### src/rtl/brp_pkg.sv
// Shared definitions for the branch redirect control.
// Assumes a penalty never exceeds 2 bubbles, so two bits suffice.
package brp_pkg;

    // Next-PC source handed to the fetch unit.
    typedef enum logic [1:0] {
        NPC_SEQ = 2'd0,
        NPC_DEC = 2'd1,
        NPC_FIX = 2'd2
    } npc_sel_e;

    localparam int PEN_W = 2;

    // Bubble cost of a conditional jump given its static guess and its outcome.
    function automatic logic [PEN_W-1:0] jump_penalty(input logic guess, input logic actual);
        if (guess) return actual ? 2'd1 : 2'd2;
        else       return actual ? 2'd2 : 2'd0;
    endfunction

endpackage

### src/rtl/brp_classify.sv
// Sorts a decode jump into unconditional / conditional and makes the static guess.
// Assumes the displacement is two's complement, so its top bit marks backward.
module brp_classify #(
    parameter int DISP_W = 8
) (
    input  logic              is_jump,
    input  logic              is_cond,
    input  logic              is_short,
    input  logic [DISP_W-1:0] disp,
    output logic              uncond,
    output logic              cond,
    output logic              guess_taken
);
    localparam int SIGN_BIT = DISP_W - 1;

    // Kind of jump and the direction guess for conditional ones.
    always_comb begin
        uncond      = is_jump & ~is_cond;
        cond        = is_jump & is_cond;
        guess_taken = is_short | disp[SIGN_BIT];
    end
endmodule

### src/rtl/brp_target.sv
// Forms either the jump target (pc + signed disp) or the fall-through (pc + length).
// Assumes addresses wrap modulo 2^PC_W.
module brp_target #(
    parameter int PC_W   = 16,
    parameter int DISP_W = 8
) (
    input  logic [PC_W-1:0]   pc,
    input  logic [DISP_W-1:0] disp,
    input  logic              is_short,
    input  logic              pick_target,
    output logic [PC_W-1:0]   addr
);
    localparam logic [PC_W-1:0] STEP_SHORT = PC_W'(2);
    localparam logic [PC_W-1:0] STEP_LONG  = PC_W'(4);

    logic [PC_W-1:0] disp_ext;

    generate
        if (DISP_W < PC_W) begin : g_sext
            // Sign-extend the displacement to the address width.
            always_comb disp_ext = {{(PC_W-DISP_W){disp[DISP_W-1]}}, disp};
        end else begin : g_trunc
            // Displacement at least as wide as the address: keep the low bits.
            always_comb disp_ext = disp[PC_W-1:0];
        end
    endgenerate

    // Choose between target and fall-through address.
    always_comb begin
        if (pick_target) addr = pc + disp_ext;
        else             addr = pc + (is_short ? STEP_SHORT : STEP_LONG);
    end
endmodule

### src/rtl/brp_resolve.sv
// Holds the one pending conditional jump and settles it when execute reports.
// Assumes execute reports at most once per accepted jump and never in the accept cycle.
module brp_resolve #(
    parameter int PC_W   = 16,
    parameter int DISP_W = 8
) (
    input  logic                        clk,
    input  logic                        rst_n,
    input  logic                        accept,
    input  logic [PC_W-1:0]             pc_in,
    input  logic [DISP_W-1:0]           disp_in,
    input  logic                        short_in,
    input  logic                        guess_in,
    input  logic                        ex_valid,
    input  logic                        ex_taken,
    output logic                        pending,
    output logic                        settle,
    output logic                        wrong,
    output logic [PC_W-1:0]             fix_pc,
    output logic [brp_pkg::PEN_W-1:0]   pen
);
    logic              pend_q;
    logic [PC_W-1:0]   pc_q;
    logic [DISP_W-1:0] disp_q;
    logic              short_q;
    logic              guess_q;

    // Pending flag: set on accept, cleared in the settle cycle.
    always_ff @(posedge clk) begin
        if (!rst_n)          pend_q <= 1'b0;
        else if (settle)     pend_q <= 1'b0;
        else if (accept)     pend_q <= 1'b1;
    end

    // Saved copy of the jump used to rebuild the corrected address.
    always_ff @(posedge clk) begin
        if (!rst_n) begin
            pc_q    <= '0;
            disp_q  <= '0;
            short_q <= 1'b0;
            guess_q <= 1'b0;
        end else if (accept) begin
            pc_q    <= pc_in;
            disp_q  <= disp_in;
            short_q <= short_in;
            guess_q <= guess_in;
        end
    end

    brp_target #(.PC_W(PC_W), .DISP_W(DISP_W)) u_fix (
        .pc          (pc_q),
        .disp        (disp_q),
        .is_short    (short_q),
        .pick_target (ex_taken),
        .addr        (fix_pc)
    );

    // Outcome versus guess and the resulting penalty.
    always_comb begin
        pending = pend_q;
        settle  = pend_q & ex_valid;
        wrong   = settle & (guess_q != ex_taken);
        pen     = settle ? brp_pkg::jump_penalty(guess_q, ex_taken) : '0;
    end
endmodule

### src/rtl/branch_redirect_ctrl.sv
// Top of the static branch predictor and redirect control.
// Assumes a single decode slot, one pending conditional jump at a time, and
// that execute resolution outranks any decode redirect in the same cycle.
module branch_redirect_ctrl #(
    parameter int PC_W   = 16,
    parameter int DISP_W = 8
) (
    input  logic                        clk,
    input  logic                        rst_n,
    input  logic                        dec_valid,
    input  logic                        dec_is_jump,
    input  logic                        dec_is_cond,
    input  logic                        dec_is_short,
    input  logic [DISP_W-1:0]           dec_disp,
    input  logic [PC_W-1:0]             dec_pc,
    input  logic                        ex_valid,
    input  logic                        ex_taken,
    output logic                        dec_hold,
    output logic [1:0]                  npc_sel,
    output logic                        redirect_valid,
    output logic [PC_W-1:0]             redirect_pc,
    output logic                        flush,
    output logic [brp_pkg::PEN_W-1:0]   pen_cnt
);
    import brp_pkg::*;

    logic            is_uncond, is_cond, guess;
    logic            pending, settle, wrong, go, accept;
    logic [PC_W-1:0] dec_tgt, fix_pc;
    logic [PEN_W-1:0] res_pen;

    brp_classify #(.DISP_W(DISP_W)) u_cls (
        .is_jump     (dec_valid & dec_is_jump),
        .is_cond     (dec_is_cond),
        .is_short    (dec_is_short),
        .disp        (dec_disp),
        .uncond      (is_uncond),
        .cond        (is_cond),
        .guess_taken (guess)
    );

    brp_target #(.PC_W(PC_W), .DISP_W(DISP_W)) u_dtgt (
        .pc          (dec_pc),
        .disp        (dec_disp),
        .is_short    (dec_is_short),
        .pick_target (1'b1),
        .addr        (dec_tgt)
    );

    brp_resolve #(.PC_W(PC_W), .DISP_W(DISP_W)) u_res (
        .clk      (clk),
        .rst_n    (rst_n),
        .accept   (accept),
        .pc_in    (dec_pc),
        .disp_in  (dec_disp),
        .short_in (dec_is_short),
        .guess_in (guess),
        .ex_valid (ex_valid),
        .ex_taken (ex_taken),
        .pending  (pending),
        .settle   (settle),
        .wrong    (wrong),
        .fix_pc   (fix_pc),
        .pen      (res_pen)
    );

    // Decode gating: jumps wait while a conditional is outstanding.
    always_comb begin
        dec_hold = pending & (is_uncond | is_cond);
        go       = ~pending;
        accept   = go & is_cond;
    end

    // Output steering: execute fix-up first, then decode redirect.
    always_comb begin
        npc_sel        = NPC_SEQ;
        redirect_valid = 1'b0;
        redirect_pc    = '0;
        flush          = 1'b0;
        pen_cnt        = '0;
        if (settle) begin
            pen_cnt = res_pen;
            if (wrong) begin
                flush          = 1'b1;
                redirect_valid = 1'b1;
                npc_sel        = NPC_FIX;
                redirect_pc    = fix_pc;
            end
        end else if (go && (is_uncond || (is_cond && guess))) begin
            redirect_valid = 1'b1;
            npc_sel        = NPC_DEC;
            redirect_pc    = dec_tgt;
            pen_cnt        = is_uncond ? PEN_W'(1) : '0;
        end
    end
endmodule

### config.mk
export PLATFORM = sky130hd
export DESIGN_NAME = branch_redirect_ctrl
export DESIGN_NICKNAME = d
export VERILOG_FILES = /design/src/rtl/brp_pkg.sv /design/src/rtl/brp_classify.sv /design/src/rtl/brp_target.sv /design/src/rtl/brp_resolve.sv /design/src/rtl/branch_redirect_ctrl.sv
export SDC_FILE = /design/constraint.sdc
export NUM_CORES = 1
export LEC_CHECK = 0
export CAP_MARGIN = 10
export CORE_MARGIN = 5
export CORE_UTILIZATION = 35
export CTS_BUF_LIST = sky130_fd_sc_hd__clkbuf_8
export CTS_CLUSTER_DIAMETER = 40
export DETAILED_ROUTE_END_ITERATION = 8
export DONT_BUFFER_PORTS = 1
export SLEW_MARGIN = 0
export SYNTH_ARGS = -nofsm -noshare
export SYNTH_HDL_FRONTEND = slang
export SYNTH_SLANG_ARGS = --single-unit
### constraint.sdc
create_clock -name clk -period 8.1 [get_ports clk]
set_input_delay 1.215 -clock clk [delete_from_list [all_inputs] [get_ports clk]]
set_output_delay 1.215 -clock clk [all_outputs]
set_load 0.05 [all_outputs]
==> results of run 1 <==
==> state kept, by name, indices dropped and copies added, names as in the netlist <==
signal / count
u_res.pc_q: 16
u_res.disp_q: 8
u_res.guess_q: 1
u_res.pending: 1
u_res.short_q: 1
==> path summary, 6_finish.rpt <==
check | startpoint | end | depth (start not counted)
worst max-delay path | ex_taken | redirect_pc[14] | 9
worst min-delay path | u_res.disp_q[3] | u_res.disp_q[3] | 2
worst max register to register | u_res.pending | u_res.pc_q[12] | 4
worst min register to register | u_res.disp_q[3] | u_res.disp_q[3] | 2
==> layer usage <==
layer | vias to the layer above | GRT usage (%) | wire, um
met5 | - | 0 | 0
met1 | 1162 | 19.4 | 3360
met2 | 58 | 26.3 | 3640
li1 | 1279 | - | -
met3 | 4 | 4.57 | 504
met4 | 0 | 2.42 | 44
==> area by class of cell <==
type / instances / share of cell area [%]
Multi-Input combinational cell: 304 / 73.0
Sequential cell: 27 / 19.4
Inverter: 7 / 0.945
Clock buffer: 3 / 1.48
Clock inverter: 1 / 0.315
Tap cell: 102 / 4.59
Timing Repair Buffer: 1 / 0.270
==> through the flow <==
step                      total power [mW]  hold WS (ps)  std cells
final                                0.349           467        445
after global routing                 0.367           494        445
after CTS                            0.351           471        445
after floorplan                      0.247           439        363
after global placement               0.262           446        441
after detailed placement             0.263           454        441
==> cell usage in the layout, fill, tap and decap left out, types with 3 or more instances in the layout <==
master / instances
sky130_fd_sc_hd__and4_1: 4
sky130_fd_sc_hd__o211ai_1: 4
sky130_fd_sc_hd__mux2i_1: 4
sky130_fd_sc_hd__a21o_1: 9
sky130_fd_sc_hd__nor3_1: 6
sky130_fd_sc_hd__o21ai_0: 16
sky130_fd_sc_hd__xor2_1: 13
sky130_fd_sc_hd__and3_1: 3
sky130_fd_sc_hd__inv_1: 7
sky130_fd_sc_hd__nor2_1: 17
sky130_fd_sc_hd__nand4_1: 6
sky130_fd_sc_hd__o21a_1: 4
sky130_fd_sc_hd__xnor2_1: 10
sky130_fd_sc_hd__ha_1: 24
sky130_fd_sc_hd__dfxtp_1: 27
sky130_fd_sc_hd__nand2_1: 71
sky130_fd_sc_hd__o22ai_1: 12
sky130_fd_sc_hd__nand3_1: 8
sky130_fd_sc_hd__and2_1: 8
sky130_fd_sc_hd__clkbuf_8: 3
sky130_fd_sc_hd__a22o_1: 3
sky130_fd_sc_hd__a21oi_1: 16
sky130_fd_sc_hd__a31oi_1: 5
sky130_fd_sc_hd__a21boi_0: 26
sky130_fd_sc_hd__nand2b_1: 3
==> cells by family (layout without fill, tap and decap cells) <==
kind of cell / count (synthesis) / after routing / share of synthesized area [%]
AO/OA/AOI/OAI: 115 / 115 / 29.5
buffers and inverters: 32 / 12 / 5.66
AND/OR/NAND/NOR: 135 / 135 / 23.2
flip-flops: 27 / 27 / 19.9
XOR/XNOR: 23 / 23 / 7.41
multiplexers: 5 / 5 / 1.89
adder cells (fa/ha/maj): 26 / 26 / 12.5
==> where the power goes <==
| part | internal (mW) | switching, mW |
|---|---|---|
| registers | 0.137 | 0.00526 |
| clock network | 0.0363 | 0.0516 |
| logic | 0.0391 | 0.0790 |
==> worst min-delay path: stages (launching register included) <==
cell                       delay [ps]
sky130_fd_sc_hd__dfxtp_1          330
sky130_fd_sc_hd__nand2_1           40
sky130_fd_sc_hd__a21boi_0          60
==> metrics.md, run 1 <==
| Metric | Value |
|---|---|
| Placed instance area | `2730 um^2` |
| Diodes inserted | `0` |
| Row count | `32` |
| Final critical-path share of the clock period | `68.3%` |
| Final TNS setup | `0 ps` |
| Clk slew on worst S/H paths | `110 ps` |
| Final design utilization | `36.4%` |
| Type of the tightest min-delay check | `reg -> reg` |
| Residual DRC count | `0` |
| Fill count | `808` |
| Critical setup path kind | `in -> out` |
| Synthesized Nets | `421` |
| Via count of the first global-routing pass | `2417` |
| Register area share after synthesis | `19.9%` |
| Fraction of post-synthesis cell area in the top cell type by area | `19.9%` |
| Flop and latch count out of synthesis | `27` |
| Crit path max fanout | `10` |
| DP Worst Slack | `2590 ps` |
| Remaining number of nets flagged by the antenna check after routing | `0` |
| Static Leak | `1.11 nW` |
| Buf+Inv Stages, Crit Path | `0` |
| List of cells traversed by the critical path | `mux2_2 > fa_1 > a211oi_1 > o21ai_0 > a2111oi_2 > a41o_1 > a21oi_1 > xor2_1 > o211ai_1` |
| Remaining max-slew budget at the tightest pin | `25.6%` |
| Power per cell area | `125 nW/um^2` |
| Layout net count | `402` |
| DP Wirelength | `5.73 mm` |
| Flip-flop cell with the highest count after synthesis | `sky130_fd_sc_hd__dfxtp_1` |
| Proportion of layout cells with a drive suffix above 1 | `3.79%` |
| Outcome | `finished clean` |
| Post-Route Skew | `6.08 ps` |
| Total of max-cap violations | `0` |
| Post-cts resize count | `0` |
| Avg Synthesized Cell Area | `7.49 um^2` |
| H-tree depth reported by CTS | `1` |
| Count of final hold-check violations | `0` |
| Clock Path Buffers | `2` |
| Kind of cell adding the most delay to the critical path | `compound AO/OA/AOI/OAI gates` |
| Initial core utilization | `35.6%` |
| Worst supply voltage drop on vdd | `0.0000877 V` |
| Overall die height | `98.1 um` |
| Initial drt markers | `84` |
| Inserted Clock Buffers | `3` |
| Die ar. | `9630 um^2` |
| Critical Path Max Stage Delay | `820 ps` |
| Post-synth design cell area | `2720 um^2` |
| Antenna violations before repair | `0` |
| I/O pin cnt | `55` |
| TritonCTS clock tree | `yes` |
| Worst Tran Pin Value | `1110 ps` |
| Required arrival time at the worst endpoint | `6880 ps` |
| Synth area leader | `sky130_fd_sc_hd__dfxtp_1` |
| Count leader, synth | `sky130_fd_sc_hd__nand2_1` |
| Count of mapped cells out of synthesis | `363` |
| Average vias per placed instance | `5.62` |
| Number of port buffers | `0` |
| WP data arrival | `4320 ps` |
| Die width | `98.1 um` |
| Global-route wire length before repair | `12.2 mm` |
| Total routing usage reported by global routing | `15.3%` |
| Final worst slack | `2570 ps` |
| First-pass DRT Iterations | `4` |
| Setup repair after global routing missed its margin | `false` |
| Post-CTS Setup Inserts | `0` |
| Drt wl/cell | `17.0 um` |
| Post-synth EDFFs | `0` |
| Number of max-slew violations in the final report | `0` |
| Core Region | `7650 um^2` |
| Footprint of the flip-flops and latches | `541 um^2` |
| RePlAce Congestion | `0.846` |
| Synth async-reset ratio | `0%` |
| Endpoint kind of the worst setup timing path | `output pin` |
| Cell variety after synth | `53` |
| Clock insertion delay at the later pin of the skew report | `290 ps` |
| Area contributors post-synth | `sky130_fd_sc_hd__dfxtp_1 (20%), sky130_fd_sc_hd__ha_1 (11%), sky130_fd_sc_hd__nand2_1 (9.8%)` |
| Minimum period implied by the final worst setup slack | `5530 ps` |
| Pin count of the biggest net entering global routing | `28` |
| Vias after detailed routing | `2503` |
| Cell with the largest stage delay on the worst path | `sky130_fd_sc_hd__o211ai_1` |
| Synth-to-Final Area Change | `2.30%` |
| Setup slack, reg-to-reg | `6310 ps` |
| Total setup violations reported at the end of the flow | `0` |
| Post-layout instance area | `2780 um^2` |
| Total area of multi-input combinational cells | `2030 um^2` |
| Post-cts hold buffer count | `0` |
| Number of warnings issued by yosys | `0` |
| Total congestion overflow | `0` |
| Upper clock frequency limit | `181 MHz` |
| Most used standard cells in the synthesized netlist | `sky130_fd_sc_hd__nand2_1 (71), sky130_fd_sc_hd__dfxtp_1 (27), sky130_fd_sc_hd__a21boi_0 (26), sky130_fd_sc_hd__ha_1 (24), sky130_fd_sc_hd__nor2_1 (17)` |
| CTS sink count | `27` |
| Root buf cell | `sky130_fd_sc_hd__clkbuf_8` |
| Post-detailed-routing wire length | `7.55 mm` |
| Setup crit start kind | `input pin` |
(Power assumes the default switching activity.)
==> run 2: changes to the inputs <==
- clock period: 8.1 -> 4.6 ns (I/O delays scaled with it)
==> run 2 against run 1 <==
Sequential power increased by 76%. Die area unchanged. Combinational power increased by 87%. Final cell count increased by 3.1%. Largest cell class unchanged. Clock-buffer cell count unchanged.
==> metrics.md, run 2 (synthesis results as in run 1) <==
| Metric | Value |
|---|---|
| Root buf cell | `sky130_fd_sc_hd__clkbuf_8` |
| Hold Worst Slack | `467 ps (+0.00900 ps)` |
| Setup repair after global routing missed its margin | `false` |
| Final design utilization | `37.7% (+1.4 points)` |
| Leading cell types in the layout, fill and taps excluded | `sky130_fd_sc_hd__nand2_1 (71), sky130_fd_sc_hd__dfxtp_1 (27), sky130_fd_sc_hd__a21boi_0 (26), sky130_fd_sc_hd__ha_1 (24), sky130_fd_sc_hd__nor2_1 (17)` |
| Count of final hold-check violations | `0 (unchanged)` |
| Total setup violations reported at the end of the flow | `0 (unchanged)` |
| Post-Route Skew | `5.20 ps (-0.871 ps)` |
| Power per cell area | `212 nW/um^2 (+69%)` |
| Share of power burned in the clock network | `22.7% (-2.5 points)` |
| Average vias per placed instance | `5.62 (about the same)` |
| Number of flip-flops in the largest register | `16 (unchanged)` |
| Final TNS setup | `0 ps (unchanged)` |
| Diodes inserted | `0 (unchanged)` |
| Post-cts hold buffer count | `0 (unchanged)` |
| Row count | `32 (unchanged)` |
| Required arrival time at the worst endpoint | `3910 ps (-2970 ps)` |
| Synth-to-Final Area Change | `6.12%` |
| Setup crit start kind | `input pin` |
| Psw | `0.227 mW (+67%)` |
| Vias after detailed routing | `2580 (+3.1%)` |
| Die width | `98.1 um (unchanged)` |
| Initial drt markers | `122 (+45%)` |
| Drt wl/cell | `16.3 um (-4.1%)` |
| Switching portion of total power | `37.2% (-1.8 points)` |
| DP Wirelength | `5.77 mm (+0.73%)` |
| Overall die height | `98.1 um (unchanged)` |
| DP Worst Slack | `603 ps (-1980 ps)` |
| Total routing usage reported by global routing | `15.1% (-0.21 points)` |
| Post-CTS Setup Inserts | `0 (unchanged)` |
| Antenna violations before repair | `0 (unchanged)` |
| Critical setup path kind | `in -> out` |
| Worst Tran Pin Value | `997 ps (-113 ps)` |
| I/O pin cnt | `55 (unchanged)` |
| Via count of the first global-routing pass | `2511 (+3.9%)` |
| Upper clock frequency limit | `248 MHz` |
| Largest regs | `u_res.pc_q x16, u_res.disp_q x8` |
| TritonCTS clock tree | `yes` |
| Die ar. | `9630 um^2 (unchanged)` |
| Sequential power share | `41.1% (+0.2 points)` |
| Residual DRC count | `0 (unchanged)` |
| H-tree depth reported by CTS | `1 (unchanged)` |
| Global-route wire length before repair | `12.2 mm (-0.23%)` |
| Post-cts resize count | `0 (unchanged)` |
| Minimum period implied by the final worst setup slack | `4030 ps` |
| Power Total | `0.611 mW (+75%)` |
| Worst supply voltage drop on vdd | `0.000131 V (+50%)` |
| Static Leak | `1.18 nW (+6.2%)` |
| Core Region | `7650 um^2 (unchanged)` |
| First-pass DRT Iterations | `4 (unchanged)` |
| Outcome | `finished clean` |
| Final worst slack | `569 ps (-2000 ps)` |
| Type of the tightest min-delay check | `reg -> reg` |
| Remaining max-slew budget at the tightest pin | `33.5% (+7.9 points)` |
| Logic depth of the worst register-to-register path | `4 (unchanged)` |
| Initial core utilization | `35.6% (unchanged)` |
| Crit path max fanout | `10 (unchanged)` |
| Clock Path Buffers | `2 (unchanged)` |
| Proportion of layout cells with a drive suffix above 1 | `7.56% (+3.8 points)` |
| Number of port buffers | `0 (unchanged)` |
| Top Usage Layer GRT | `met2` |
| Total of max-cap violations | `0 (unchanged)` |
| Remaining number of nets flagged by the antenna check after routing | `0 (unchanged)` |
| WHS Path Cells | `2 (unchanged)` |
| Comb pwr share | `36.2% (+2.3 points)` |
| Cell-internal power | `0.384 mW (+80%)` |
| Register ranked first by flip-flop count | `u_res.pc_q` |
| GRT met2 Usage | `25.6% (-0.73 points)` |
| Number of max-slew violations in the final report | `0 (unchanged)` |
| Final critical-path share of the clock period | `87.6%` |
| Pin count of the biggest net entering global routing | `28 (unchanged)` |
| Met1 global-route usage | `19.3% (-0.053 points)` |
| WP data arrival | `3340 ps (-980 ps)` |
| Clk slew on worst S/H paths | `100 ps (about the same)` |
| Leading cell type in the layout, fill and taps excluded | `sky130_fd_sc_hd__nand2_1` |
| Total congestion overflow | `0 (unchanged)` |
| CTS sink count | `27 (unchanged)` |
| Layout net count | `416 (+3.5%)` |
| Inserted Clock Buffers | `3 (unchanged)` |
| Clock insertion delay at the later pin of the skew report | `270 ps (-20 ps)` |
| Post-detailed-routing wire length | `7.47 mm (-1.1%)` |
| Endpoint kind of the worst setup timing path | `output pin` |
| Global routing met3 resource utilization | `4.14% (-0.43 points)` |
| RePlAce Congestion | `0.888 (+5.0%)` |
-- run 2: routing by layer --
| layer | part of all wire, % | wire [um] | vias up |
|---|---|---|---|
| met1 | 45 | 3380 | 1213 |
| met4 | 0.92 | 69 | 0 |
| met5 | 0 | 0 | - |
| li1 | - | - | 1296 |
| met3 | 6.5 | 484 | 9 |
| met2 | 47 | 3540 | 62 |
-- run 2: power groups by stage --
stage	clock network (mW)	logic (mW)	registers, mW
4_1_cts	0.143	0.221	0.251
6_report	0.139	0.221	0.251
5_1_grt	0.153	0.242	0.253
3_3_place_gp	0	0.218	0.256
3_5_place_dp	0	0.220	0.256
2_1_floorplan	0	0.184	0.251
-- run 2: worst paths after layout --
kind	endpoint	from	slack (ps)
min reg2reg	u_res.disp_q[4]	u_res.disp_q[4]	470
min	u_res.disp_q[4]	u_res.disp_q[4]	470
max reg2reg	u_res.pc_q[6]	u_res.pending	2830
max	redirect_pc[13]	ex_taken	570
-- run 2: cell type report --
class,instances,area (um^2)
well taps,102,128
repair buffers,15,113
clock inverters,1,7.51
multi-input cells,304,2030
inverters,7,26.3
flip-flops and latches,27,541
clock buffers,3,41.3
fillers,790,4760
-- run 2: per-stage QoR --
step | std cells | area, um^2
2_1_floorplan | 363 | 2720
3_3_place_gp | 455 | 2840
3_5_place_dp | 455 | 2840
4_1_cts | 459 | 2890
5_1_grt | 459 | 2890
6_report | 459 | 2890
-- run 2: critical path, cell delays in order --
cell and delay (ps):
sky130_fd_sc_hd__mux2_2 340, sky130_fd_sc_hd__ha_1 280, sky130_fd_sc_hd__a21oi_1 210, sky130_fd_sc_hd__o22ai_1 150, sky130_fd_sc_hd__o41a_1 480, sky130_fd_sc_hd__a211oi_2 270, sky130_fd_sc_hd__a2111oi_0 100, sky130_fd_sc_hd__or4_1 830
==> run 3: changes to the inputs <==
- CORE_ASPECT_RATIO: default -> 0.9
==> run 3 against run 2 <==
Worst hold slack gained 2.6 ps. Clock-buffer cell count unchanged. Fmax about the same. Critical path depth grew 2. Sequential power is essentially flat. Core utilization grew 0.28 points. Register-to-register slack barely moved. Critical path type unchanged. Sequential cell count stayed put.
==> metrics.md, run 3 (synthesis results as in run 1) <==
| Metric | Value |
|---|---|
| List of cells traversed by the critical path | `mux2_2 > fa_1 > a211oi_1 > o21ai_0 > a2111oi_2 > a41o_1 > a21oi_1 > xor2_1 > o211ai_1 > buf_4` |
| Via count of the first global-routing pass | `2465 (-1.8%)` |
| Critical setup path kind | `in -> out` |
| Critical Path Max Stage Delay | `450 ps (-380 ps)` |
| Synth-to-Final Area Change | `5.48%` |
| CTS sink count | `27 (unchanged)` |
| Die width | `103 um (+4.9%)` |
| I/O pin cnt | `55 (unchanged)` |
| Total routing usage reported by global routing | `15.6% (+0.52 points)` |
| Static Leak | `1.18 nW (about the same)` |
| Clock Path Buffers | `2 (unchanged)` |
| Count of final hold-check violations | `0 (unchanged)` |
| Register ranked first by flip-flop count | `u_res.pc_q` |
| Largest regs | `u_res.pc_q x16, u_res.disp_q x8` |
| First-pass DRT Iterations | `4 (unchanged)` |
| Inserted Clock Buffers | `3 (unchanged)` |
| Crit path max fanout | `10 (unchanged)` |
| Total setup violations reported at the end of the flow | `0 (unchanged)` |
| Row count | `30 (-6.3%)` |
| Leading cell type in the layout, fill and taps excluded | `sky130_fd_sc_hd__nand2_1` |
| Post-CTS Setup Inserts | `0 (unchanged)` |
| Layout net count | `415 (-0.24%)` |
| Buf+Inv Stages, Crit Path | `1 (+1)` |
| Vias after detailed routing | `2541 (-1.5%)` |
| Proportion of layout cells with a drive suffix above 1 | `7.30% (-0.26 points)` |
| H-tree depth reported by CTS | `1 (unchanged)` |
| Remaining number of nets flagged by the antenna check after routing | `0 (unchanged)` |
| DP Wirelength | `5.71 mm (-1.1%)` |
| Total congestion overflow | `0 (unchanged)` |
| Power Total | `0.611 mW (about the same)` |
| Antenna violations before repair | `0 (unchanged)` |
| Clock insertion delay at the later pin of the skew report | `280 ps (about the same)` |
| RePlAce Congestion | `0.848 (-4.5%)` |
| Diodes inserted | `0 (unchanged)` |
| Root buf cell | `sky130_fd_sc_hd__clkbuf_8` |
| Post-cts resize count | `0 (unchanged)` |
| Total of max-cap violations | `0 (unchanged)` |
| Final critical-path share of the clock period | `87.7% (about the same)` |
| Post-Route Skew | `2.31 ps (-2.90 ps)` |
| Initial core utilization | `36.0% (+0.48 points)` |
| Minimum period implied by the final worst setup slack | `4040 ps (+3.81 ps)` |
| Average vias per placed instance | `5.62 (about the same)` |
| Number of max-slew violations in the final report | `0 (unchanged)` |
| TritonCTS clock tree | `yes` |
| Required arrival time at the worst endpoint | `3910 ps (about the same)` |
| Initial drt markers | `113 (-7.4%)` |
| Residual DRC count | `0 (unchanged)` |
| Setup crit start kind | `input pin` |
| Number of flip-flops in the largest register | `16 (unchanged)` |
| Post-cts hold buffer count | `0 (unchanged)` |
| Core Region | `7540 um^2 (-1.3%)` |
| Power per cell area | `213 nW/um^2 (+0.69%)` |
| Kind of cell adding the most delay to the critical path | `compound AO/OA/AOI/OAI gates` |
| Final TNS setup | `0 ps (unchanged)` |
| Global-route wire length before repair | `12.2 mm (-0.11%)` |
| Upper clock frequency limit | `248 MHz (about the same)` |
| Leading cell types in the layout, fill and taps excluded | `sky130_fd_sc_hd__nand2_1 (71), sky130_fd_sc_hd__dfxtp_1 (27), sky130_fd_sc_hd__a21boi_0 (26), sky130_fd_sc_hd__ha_1 (24), sky130_fd_sc_hd__nor2_1 (17)` |
| Type of the tightest min-delay check | `reg -> reg` |
| Endpoint kind of the worst setup timing path | `output pin` |
| Drt wl/cell | `16.3 um (+0.23%)` |
| Remaining max-slew budget at the tightest pin | `33.6% (about the same)` |
| WP data arrival | `3350 ps (about the same)` |
| Clk slew on worst S/H paths | `100 ps (about the same)` |
| Pin count of the biggest net entering global routing | `28 (unchanged)` |
| Outcome | `finished clean` |
| Post-detailed-routing wire length | `7.37 mm (-1.3%)` |
| Setup repair after global routing missed its margin | `false` |
| Number of port buffers | `0 (unchanged)` |
| Overall die height | `93.6 um (-4.6%)` |
| Die ar. | `9630 um^2 (about the same)` |
| Cell with the largest stage delay on the worst path | `sky130_fd_sc_hd__fa_1` |
| Worst supply voltage drop on vdd | `0.000103 V (-21%)` |
| Worst Tran Pin Value | `997 ps (-0.412 ps)` |
[run 3: cell count changes in the layout (fill, tap and decap cells not counted)]
cell,change
sky130_fd_sc_hd__clkinv_2,+1
sky130_fd_sc_hd__clkinvlp_4,-1
sky130_fd_sc_hd__buf_4,-1
[run 3: worst min-delay path, delay by kind of cell, from the launching register on]
family | cells | cell delay (ps)
AO/OA/AOI/OAI | 1 | 70
AND/OR/NAND/NOR | 1 | 50
flip-flops | 1 | 320
[run 3: worst paths after layout]
kind / cells past startpoint / slack (ps) / start / endpoint
setup reg to reg: 4 / 2820 / u_res.pending / u_res.pc_q[13]
hold / removal: 2 / 470 / u_res.disp_q[5] / u_res.disp_q[5]
setup / recovery: 10 / 560 / ex_taken / redirect_pc[14]
hold reg to reg: 2 / 470 / u_res.disp_q[5] / u_res.disp_q[5]
[run 3: layout make-up]
class                           count  area (um^2)
Sequential cell                    27          541
Fill cell                         804         4680
Inverter                            7         26.3
Timing Repair Buffer               14          105
Tap cell                           96          120
Multi-Input combinational cell    304         2030
Clock inverter                      1         5.00
Clock buffer                        3         41.3
[run 3: per-stage QoR]
stage	cells	instance area (um^2)	hold WS, ps	worst slack [ps]	utilization [%]
final	452	2870	470	565	38.0
after global routing	452	2870	479	310	38.0
after CTS	452	2870	473	571	38.0
after detailed placement	448	2820	459	582	37.4
after global placement	448	2820	450	650	37.4
after floorplan	363	2720	439	461	-
[run 3: power breakdown]
part	internal (mW)	leakage (nW)	switching, mW	total (mW)
Clock	0.0609	0.0255	0.0793	0.140
Combinational	0.0799	0.930	0.141	0.220
Sequential	0.242	0.219	0.00901	0.251
[run 3: routing by layer]
| layer | track usage, % | vias to the layer above | routed length [um] |
|---|---|---|---|
| met5 | 0 | - | 0 |
| met4 | 2.48 | 0 | 55 |
| met3 | 2.91 | 6 | 398 |
| met2 | 25.6 | 56 | 3340 |
| met1 | 21.6 | 1179 | 3580 |
| li1 | - | 1300 | - |
